$ cat src/rtl/useq_pkg.sv
package useq_pkg;
  localparam int UADDR_W = 4;
  localparam int UDEPTH  = 1 << UADDR_W;
  localparam int OPC_W   = 6;

  localparam logic [1:0] SQ_NEXT  = 2'b00;
  localparam logic [1:0] SQ_FETCH = 2'b01;
  localparam logic [1:0] SQ_DISP  = 2'b10;

  localparam logic [UADDR_W-1:0] UA_FETCH = 4'd0;
  localparam logic [UADDR_W-1:0] UA_DEC   = 4'd1;
  localparam logic [UADDR_W-1:0] UA_LW    = 4'd2;
  localparam logic [UADDR_W-1:0] UA_SW    = 4'd5;
  localparam logic [UADDR_W-1:0] UA_RR    = 4'd7;
  localparam logic [UADDR_W-1:0] UA_BEQ   = 4'd9;
  localparam logic [UADDR_W-1:0] UA_ORI   = 4'd10;
  localparam logic [UADDR_W-1:0] UA_JMP   = 4'd12;

  typedef struct packed {
    logic [1:0] alu_ctl;
    logic       src1;
    logic [2:0] src2;
    logic [3:0] dest;
    logic [2:0] mem;
    logic       mreg;
    logic [3:0] pcw;
    logic [1:0] seq;
  } uword_t;

  localparam int UWORD_W = $bits(uword_t);
endpackage

$ cat src/rtl/useq_store.sv
module useq_store
  import useq_pkg::*;
(
  input  logic [UADDR_W-1:0] addr,
  input  logic [OPC_W-1:0]   opcode,
  output uword_t             word,
  output logic [UADDR_W-1:0] disp_addr
);
  function automatic uword_t mk(logic [1:0] a, logic s1, logic [2:0] s2,
                                logic [3:0] d, logic [2:0] m, logic ir,
                                logic [3:0] p, logic [1:0] q);
    uword_t w;
    w.alu_ctl = a; w.src1 = s1; w.src2 = s2; w.dest = d;
    w.mem = m; w.mreg = ir; w.pcw = p; w.seq = q;
    return w;
  endfunction

  always_comb begin
    case (addr)
      4'd0:    word = mk(2'b00, 1'b0, 3'b001, 4'd0, 3'd1, 1'b1, 4'd1, SQ_NEXT);
      4'd1:    word = mk(2'b00, 1'b0, 3'b011, 4'd1, 3'd0, 1'b0, 4'd0, SQ_DISP);
      4'd2:    word = mk(2'b00, 1'b1, 3'b010, 4'd0, 3'd0, 1'b0, 4'd0, SQ_NEXT);
      4'd3:    word = mk(2'b00, 1'b1, 3'b010, 4'd0, 3'd2, 1'b0, 4'd0, SQ_NEXT);
      4'd4:    word = mk(2'b00, 1'b0, 3'b000, 4'd3, 3'd0, 1'b0, 4'd0, SQ_FETCH);
      4'd5:    word = mk(2'b00, 1'b1, 3'b010, 4'd0, 3'd0, 1'b0, 4'd0, SQ_NEXT);
      4'd6:    word = mk(2'b00, 1'b1, 3'b010, 4'd0, 3'd3, 1'b0, 4'd0, SQ_FETCH);
      4'd7:    word = mk(2'b10, 1'b1, 3'b000, 4'd0, 3'd0, 1'b0, 4'd0, SQ_NEXT);
      4'd8:    word = mk(2'b10, 1'b1, 3'b000, 4'd2, 3'd0, 1'b0, 4'd0, SQ_FETCH);
      4'd9:    word = mk(2'b01, 1'b1, 3'b000, 4'd0, 3'd0, 1'b0, 4'd2, SQ_FETCH);
      4'd10:   word = mk(2'b11, 1'b1, 3'b100, 4'd0, 3'd0, 1'b0, 4'd0, SQ_NEXT);
      4'd11:   word = mk(2'b11, 1'b1, 3'b100, 4'd4, 3'd0, 1'b0, 4'd0, SQ_FETCH);
      4'd12:   word = mk(2'b00, 1'b0, 3'b000, 4'd0, 3'd0, 1'b0, 4'd3, SQ_FETCH);
      default: word = mk(2'b00, 1'b0, 3'b000, 4'd0, 3'd0, 1'b0, 4'd0, SQ_FETCH);
    endcase
  end

  always_comb begin
    case (opcode)
      6'b000000: disp_addr = UA_RR;
      6'b100011: disp_addr = UA_LW;
      6'b101011: disp_addr = UA_SW;
      6'b000100: disp_addr = UA_BEQ;
      6'b001101: disp_addr = UA_ORI;
      6'b000010: disp_addr = UA_JMP;
      default:   disp_addr = UA_FETCH;
    endcase
  end
endmodule

$ cat src/rtl/useq_next.sv
module useq_next
  import useq_pkg::*;
(
  input  logic               clk,
  input  logic               rst_n,
  input  logic [1:0]         seq,
  input  logic [UADDR_W-1:0] disp_addr,
  output logic [UADDR_W-1:0] upc
);
  localparam logic [UADDR_W-1:0] STEP = 1;
  logic [UADDR_W-1:0] upc_nxt;

  always_comb begin
    case (seq)
      SQ_NEXT: upc_nxt = upc + STEP;
      SQ_DISP: upc_nxt = disp_addr;
      default: upc_nxt = UA_FETCH;
    endcase
  end

  always_ff @(posedge clk or negedge rst_n) begin
    if (!rst_n) upc <= UA_FETCH;
    else        upc <= upc_nxt;
  end
endmodule

$ cat src/rtl/useq_decode.sv
module useq_decode
  import useq_pkg::*;
(
  input  uword_t     word,
  input  logic       alu_zero,
  output logic [1:0] alu_op,
  output logic       alu_sel_a,
  output logic [2:0] alu_sel_b,
  output logic       reg_write,
  output logic       mem_to_reg,
  output logic       reg_dst,
  output logic       target_write,
  output logic       mem_read,
  output logic       mem_write,
  output logic       iord,
  output logic       ir_write,
  output logic       pc_write,
  output logic       pc_write_cond,
  output logic [1:0] pc_source,
  output logic       pc_load
);
  assign alu_op    = word.alu_ctl;
  assign alu_sel_a = word.src1;
  assign alu_sel_b = word.src2;
  assign ir_write  = word.mreg;

  // destination field: 1 target, 2 rd<-ALU, 3 rt<-mem, 4 rt<-ALU
  always_comb begin
    reg_write = 1'b0; mem_to_reg = 1'b0; reg_dst = 1'b0; target_write = 1'b0;
    case (word.dest)
      4'd1: target_write = 1'b1;
      4'd2: begin reg_write = 1'b1; reg_dst = 1'b1; end
      4'd3: begin reg_write = 1'b1; mem_to_reg = 1'b1; end
      4'd4: reg_write = 1'b1;
      default: ;
    endcase
  end

  // memory field: 1 read at PC, 2 read at ALU, 3 write at ALU
  always_comb begin
    mem_read = 1'b0; mem_write = 1'b0; iord = 1'b0;
    case (word.mem)
      3'd1: mem_read = 1'b1;
      3'd2: begin mem_read = 1'b1; iord = 1'b1; end
      3'd3: begin mem_write = 1'b1; iord = 1'b1; end
      default: ;
    endcase
  end

  // PC field: 1 from ALU, 2 conditional from Target, 3 jump address
  always_comb begin
    pc_write = 1'b0; pc_write_cond = 1'b0; pc_source = 2'b00;
    case (word.pcw)
      4'd1: pc_write = 1'b1;
      4'd2: begin pc_write_cond = 1'b1; pc_source = 2'b01; end
      4'd3: begin pc_write = 1'b1; pc_source = 2'b10; end
      default: ;
    endcase
  end

  assign pc_load = pc_write | (pc_write_cond & alu_zero);
endmodule

$ cat src/rtl/useq_ctrl.sv
module useq_ctrl
  import useq_pkg::*;
(
  input  logic               clk,
  input  logic               rst_n,
  input  logic [OPC_W-1:0]   opcode,
  input  logic               alu_zero,
  output logic [UADDR_W-1:0] upc,
  output logic [1:0]         alu_op,
  output logic               alu_sel_a,
  output logic [2:0]         alu_sel_b,
  output logic               reg_write,
  output logic               mem_to_reg,
  output logic               reg_dst,
  output logic               target_write,
  output logic               mem_read,
  output logic               mem_write,
  output logic               iord,
  output logic               ir_write,
  output logic               pc_write,
  output logic               pc_write_cond,
  output logic [1:0]         pc_source,
  output logic               pc_load
);
  logic [1:0]         rst_sync;
  logic               rst_int_n;
  uword_t             word;
  logic [UADDR_W-1:0] disp_addr;

  always_ff @(posedge clk or negedge rst_n) begin
    if (!rst_n) rst_sync <= 2'b00;
    else        rst_sync <= {rst_sync[0], 1'b1};
  end
  assign rst_int_n = rst_sync[1];

  useq_next u_next (
    .clk(clk), .rst_n(rst_int_n), .seq(word.seq),
    .disp_addr(disp_addr), .upc(upc)
  );

  useq_store u_store (
    .addr(upc), .opcode(opcode), .word(word), .disp_addr(disp_addr)
  );

  useq_decode u_dec (
    .word(word), .alu_zero(alu_zero),
    .alu_op(alu_op), .alu_sel_a(alu_sel_a), .alu_sel_b(alu_sel_b),
    .reg_write(reg_write), .mem_to_reg(mem_to_reg), .reg_dst(reg_dst),
    .target_write(target_write), .mem_read(mem_read), .mem_write(mem_write),
    .iord(iord), .ir_write(ir_write), .pc_write(pc_write),
    .pc_write_cond(pc_write_cond), .pc_source(pc_source), .pc_load(pc_load)
  );
endmodule

$ cat config.mk
export PLATFORM = sky130hd
export DESIGN_NAME = useq_ctrl
export DESIGN_NICKNAME = d
export VERILOG_FILES = /design/src/rtl/useq_pkg.sv /design/src/rtl/useq_store.sv /design/src/rtl/useq_next.sv /design/src/rtl/useq_decode.sv /design/src/rtl/useq_ctrl.sv
export SDC_FILE = /design/constraint.sdc
export NUM_CORES = 1
export LEC_CHECK = 0
export BUFFER_PORTS_ARGS = -buffer_cell sky130_fd_sc_hd__buf_2
export CAP_MARGIN = 0
export CORE_MARGIN = 4
export CORE_UTILIZATION = 52
export CTS_BUF_LIST = sky130_fd_sc_hd__clkbuf_2 sky130_fd_sc_hd__clkbuf_4 sky130_fd_sc_hd__clkbuf_8
export DETAILED_ROUTE_END_ITERATION = 6
export GPL_TIMING_DRIVEN = 0
export PLACE_DENSITY = 0.87
export RECOVER_POWER = 100
export SYNTH_ARGS = -nofsm -noshare
export SYNTH_HDL_FRONTEND = slang
export SYNTH_SLANG_ARGS = --single-unit
$ cat constraint.sdc
create_clock -name clk -period 3.64 [get_ports clk]
set_input_delay 0.364 -clock clk [delete_from_list [all_inputs] [get_ports clk]]
set_output_delay 0.364 -clock clk [all_outputs]
set_load 0.02 [all_outputs]
# Word level (Yosys, flattened, before mapping)
# Memory sizes are Yosys's and may differ from the RTL's.
# Index checks and enable logic that the tools add are counted.
# totals
regBits	6
romBits	256
out_inout_bits	23
mem_count	1
# op_classes
n_addsub	1
eq_ne	16
n_mux	12
n_bitwise	2
n_reduce_logical	6
# memory_table
memory	depth	word_bits	rd	rd_ports_with_merged_regs	wr	line	source
(no name shown)	16	16	1	0	0	useq_store.sv:19	case (addr)
# op_table
op	n
one-hot mux 4 bit (6 select lines)	1
equality test 4 x 2 -> 1 bit, second input constant	4
equality test 6 bit, second input constant	2
two-way mux 1 bit	9
equality test 4 x 1 -> 1 bit, second input constant	2
one-hot mux 4 bit (2 select lines)	1
equality test 3 x 2 -> 1 bit, second input constant	2
equality test 6 x 2 -> 1 bit, second input constant	1
equality test 6 x 3 -> 1 bit, second input constant	1
equality test 6 x 4 -> 1 bit, second input constant	1
logical NOT 6 bit	1
OR reduction 2 bit	3
adder 4 x 1 -> 4 bit, second input constant	1
equality test 4 x 3 -> 1 bit, second input constant	1
one-hot mux 2 bit (2 select lines)	1
equality test 3 x 1 -> 1 bit, second input constant	1
OR reduction 3 bit	1
equality test 2 bit, second input constant	1
logical NOT 2 bit	1
bitwise AND 1 bit	1
bitwise OR 1 bit	1

# Logic depth before layout (Yosys ltp)
# An unclocked memory read counts as a cell.
# depth
ltp_word	5
mapped_depth	6
mapped_depth_nobuf	6

# Modules after synthesis
# A second synthesis with hierarchy kept.
# unflattened
cells_unflattened	108
area_unflattened_um2	817.0
# modules_own_cells
mod	instances	cells_each	area_each_um2	seq_area_each_um2
useq_store	1	62	392.9	0.0
useq_next	1	18	209.0	100.1
useq_decode	1	25	161.4	0.0
useq_ctrl	1	3	53.8	50.0

# Worst setup path before layout
# Ideal clock, no wire load.
# synth_path
path_type	register -> output
start	register u_next.upc[0]
end	output iord
arrival_ns	1.720
path_slack_ns	1.556
path_stages_with_launch	7
path_cell_list	dfrtp_1 -> inv_1 -> ha_1 -> nand2_1 -> a21oi_1 -> ha_1 -> or2_2
# synth_via
elab_chain_cells	4
# synth_rtl
item	line	source
from (decl)	useq_next.sv:8	output logic [UADDR_W-1:0] upc
from (signal assigned)	useq_next.sv:23	else upc <= upc_nxt;
memory read (16 x 16 bit) *	-	
equality test 3 x 2 -> 1 bit	useq_decode.sv:42	case (word.mem)
OR reduction 2 bit (no source line) *	-	
two-way mux 1 bit *	useq_decode.sv:42	
to (decl)	useq_ctrl.sv:18	output logic iord,
# Mark *: on every way between the ends. The rest lies on a longest branch, timed or not.

# Final worst setup path
# layout_path
start	register u_next.upc[1]
end	output iord
# The elaborated chain is that of the path after synthesis.

==> key figures <==
Status
  – Status: finished, final reports clean

Worst setup path
  – Worst setup path class: flop to output pin
  – Crit path largest cell delay: 0.45 ns
  – Most frequent CP cell: ha_1
  – CP Launch Point: u_next.upc[1]
  – Crit path depth: 7
  – Worst Path Required: 3.28 ns
  – Startpoint types: flop
  – Buf/Inv on CP: 2
  – Worst EP arrival: 2.13 ns
  – Crit Reg-Reg Endpoint: u_next.upc[2]
  – Worst setup EP type: output pin
  – R2R cell count: 5
  – Worst-path maximum fanout: 8
  – Crit-path cells: inv_1 > ha_1 > nand2_1 > a21o_1 > ha_1 > or2_2 > clkbuf_1
  – Worst R2R Start: u_next.upc[1]
  – Family with the most delay on the worst path: adder cells
  – Reg2reg setup slack: 1.87 ns
  – Worst path slowest cell: dfrtp_1
  – Setup crit end: iord

Pwr
  – Sw Ratio: 0.570
  – Sw Pwr: 410 uW
  – Worst IR drop on VDD: 0.408 mV
  – Leakage: 0.396 nW
  – Power Density: 814 nW/um^2
  – Comb pwr share: 0.749
  – Internal: 309 uW
  – Seq pwr share: 0.167
  – Clock network fraction of design power: 0.084

Logic synthesis
  – Netlist cell types: 40
  – Sequential area share after synthesis: 0.209
  – YS warnings: 0
  – Main synth FF type: dfrtp_1
  – Top cell type's share of synthesized area: 0.209
  – Netlist Area Pre-Place: 719 um^2
  – Syn_nets: 98
  – Ranking of synthesized cells by area: dfrtp_1 21%, ha_1 17%, nand2b_1 4.3%
  – #FFs+latches synth: 6
  – Post-synth EDFFs: 0
  – Post-Synthesis Cells: 79
  – Async set-reset flop share out of synthesis: 1.00
  – Synthesized area per cell: 9.11 um^2
  – Cell taking the most area after synthesis: dfrtp_1

Finish
  – Non-Filler Instances: 129
  – Antenna Cells: 0
  – Area growth syn-to-layout: 22.8%
  – Commonest non-fill, non-tap cell in the layout: clkbuf_1
  – Most frequent cells in the layout: 24 x clkbuf_1, 10 x ha_1, 7 x buf_2
  – Layout cells sized above 1: 0.167
  – Fin nets: between 100 and 150

Placed design
  – Dpl hpwl: about 1400 um
  – Port bufs: 31
  – Gp weighted congestion: approximately 0.77
  – Cells after DPL: 125

STA
  – Final Skew: 0.00124 ns
  – RSZ-0062 raised after global routing: no
  – Final hold viol count: 0
  – Setup violators final: 0
  – Final-report max-slew violation count: 0
  – Final period utilization: 0.684
  – Fmax: between 400 and 500 MHz
  – Minimum clock period: 2.49 ns
  – Setup TNS Final: 0 ns

Routing
  – Total wire length: 1780 um
  – DRT Pass-1 Iters: 4
  – Vias: a little over 700
  – DRT iter0 DRCs: 10
  – Vias per cell: 5.57
  – Routed Antenna Nets: 0
  – DRC viols: 0
  – Detail-routed net length per standard cell: 13.8 um

Global route
  – Largest net degree at the start of global routing: 11
  – First-pass GRT wire length: 2750 um
  – Tot GR Track Use: 0.181
  – Grt ovf: 0
  – Initial antenna violation count: 0
  – Number of global-route vias before repair: 644

Clocking
  – Htree depth: 1
  – Num CTS Buffers: 3
  – Post-CTS setup buffers: 0
  – CTS clk-pin slew, worst paths: roughly 0.040 ns
  – Worst-Skew Late Latency: 0.24 ns
  – CTS sink cnt: 6
  – Post-cts sizing count: 0
  – CTS Hold Bufs: 1
  – Worst-case clock buffer depth: 2
  – Root Driver: clkbuf_4
  – CTS tree: built

Floorplanning
  – Die area: 2040 um^2
  – Chip height: 45.2 um
  – Io pins: 32
  – Die X-Extent: 45.2 um
  – Core Area: 1300 um^2
  – Starting Density: 0.553
  – Core Rows: 13

Run
  – Max-Cap Viols: 0

Min path
  – Worst min-delay path class: flop to async pin
cell type report:
| class | count | area [um^2] |
|---|---|---|
| Multi-Input combinational cell | 65 | 512 |
| Fill cell | 130 | 418 |
| Sequential cell | 6 | 150 |
| Timing Repair Buffer | 32 | 135 |
| Clock buffer | 3 | 22.5 |
| Tap cell | 15 | 18.8 |
| Inverter | 6 | 22.5 |
| Buffer | 2 | 22.5 |
kinds of logic after synthesis:
group	after synthesis	synth area share
simple gates	33	0.303
compound gates	20	0.235
fa+ha+maj	10	0.174
buf+inv	8	0.0626
flops	6	0.209
xor+xnor	1	0.0122
other cells	1	0.00521
state kept, by name, indices dropped and copies added, names as in the netlist:
signal and cells:
rst_sync 2, u_next.upc 4
power by group through the flow:
stage	Clock (mW)	Sequential [mW]	Combinational, mW
after floorplan	0	0.133	0.395
after global placement	0	0.121	0.558
after detailed placement	0	0.122	0.573
after CTS	0.0609	0.121	0.576
after global routing	0.0685	0.124	0.589
final	0.0604	0.120	0.539
routing by layer:
| metal | part of all wire | global-route usage |
|---|---|---|
| met1 | 0.40 | 0.199 |
| met5 | 0 | 0 |
| met3 | 0.079 | 0.0398 |
| met4 | 0.0028 | 0.0526 |
| met2 | 0.52 | 0.339 |
stage by stage:
step / util / power [mW] / instance area [um^2] / hold WS, ns / setup slack, ns
floorplan: - / 0.528 / 719 / 0.0403 / 1.56
global placement: 0.687 / 0.678 / 893 / 0.0494 / 1.48
detailed placement: 0.687 / 0.694 / 893 / 0.0542 / 1.43
CTS: 0.712 / 0.758 / 926 / 0.0581 / 1.16
global route: 0.679 / 0.781 / 883 / 0.0699 / 1.03
finish: 0.679 / 0.719 / 883 / 0.0553 / 1.15
worst min-delay path by stage:
stage,startpoint,to,slack [ns],cells after the start
after CTS,rst_sync[1],u_next.upc[1],0.06,0
after global routing,rst_sync[1],u_next.upc[0],0.07,0
after floorplan,rst_sync[1],u_next.upc[0],0.04,0
after global placement,rst_sync[1],u_next.upc[1],0.05,0
final,rst_sync[1],u_next.upc[1],0.06,0
after detailed placement,rst_sync[1],u_next.upc[1],0.05,0
Yosys cell counts (all sizes together) (2+ instances only):
| master | instances |
|---|---|
| and4bb | 2 |
| inv | 6 |
| ha | 10 |
| nor3b | 2 |
| o2bb2ai | 2 |
| and2 | 2 |
| a21oi | 3 |
| and3 | 3 |
| o31a | 2 |
| o21ai | 2 |
| dfrtp | 6 |
| nand2b | 5 |
| nand2 | 6 |
| nor2 | 6 |
| buf | 2 |
Note: power is estimated with default switching activity, not from simulation.
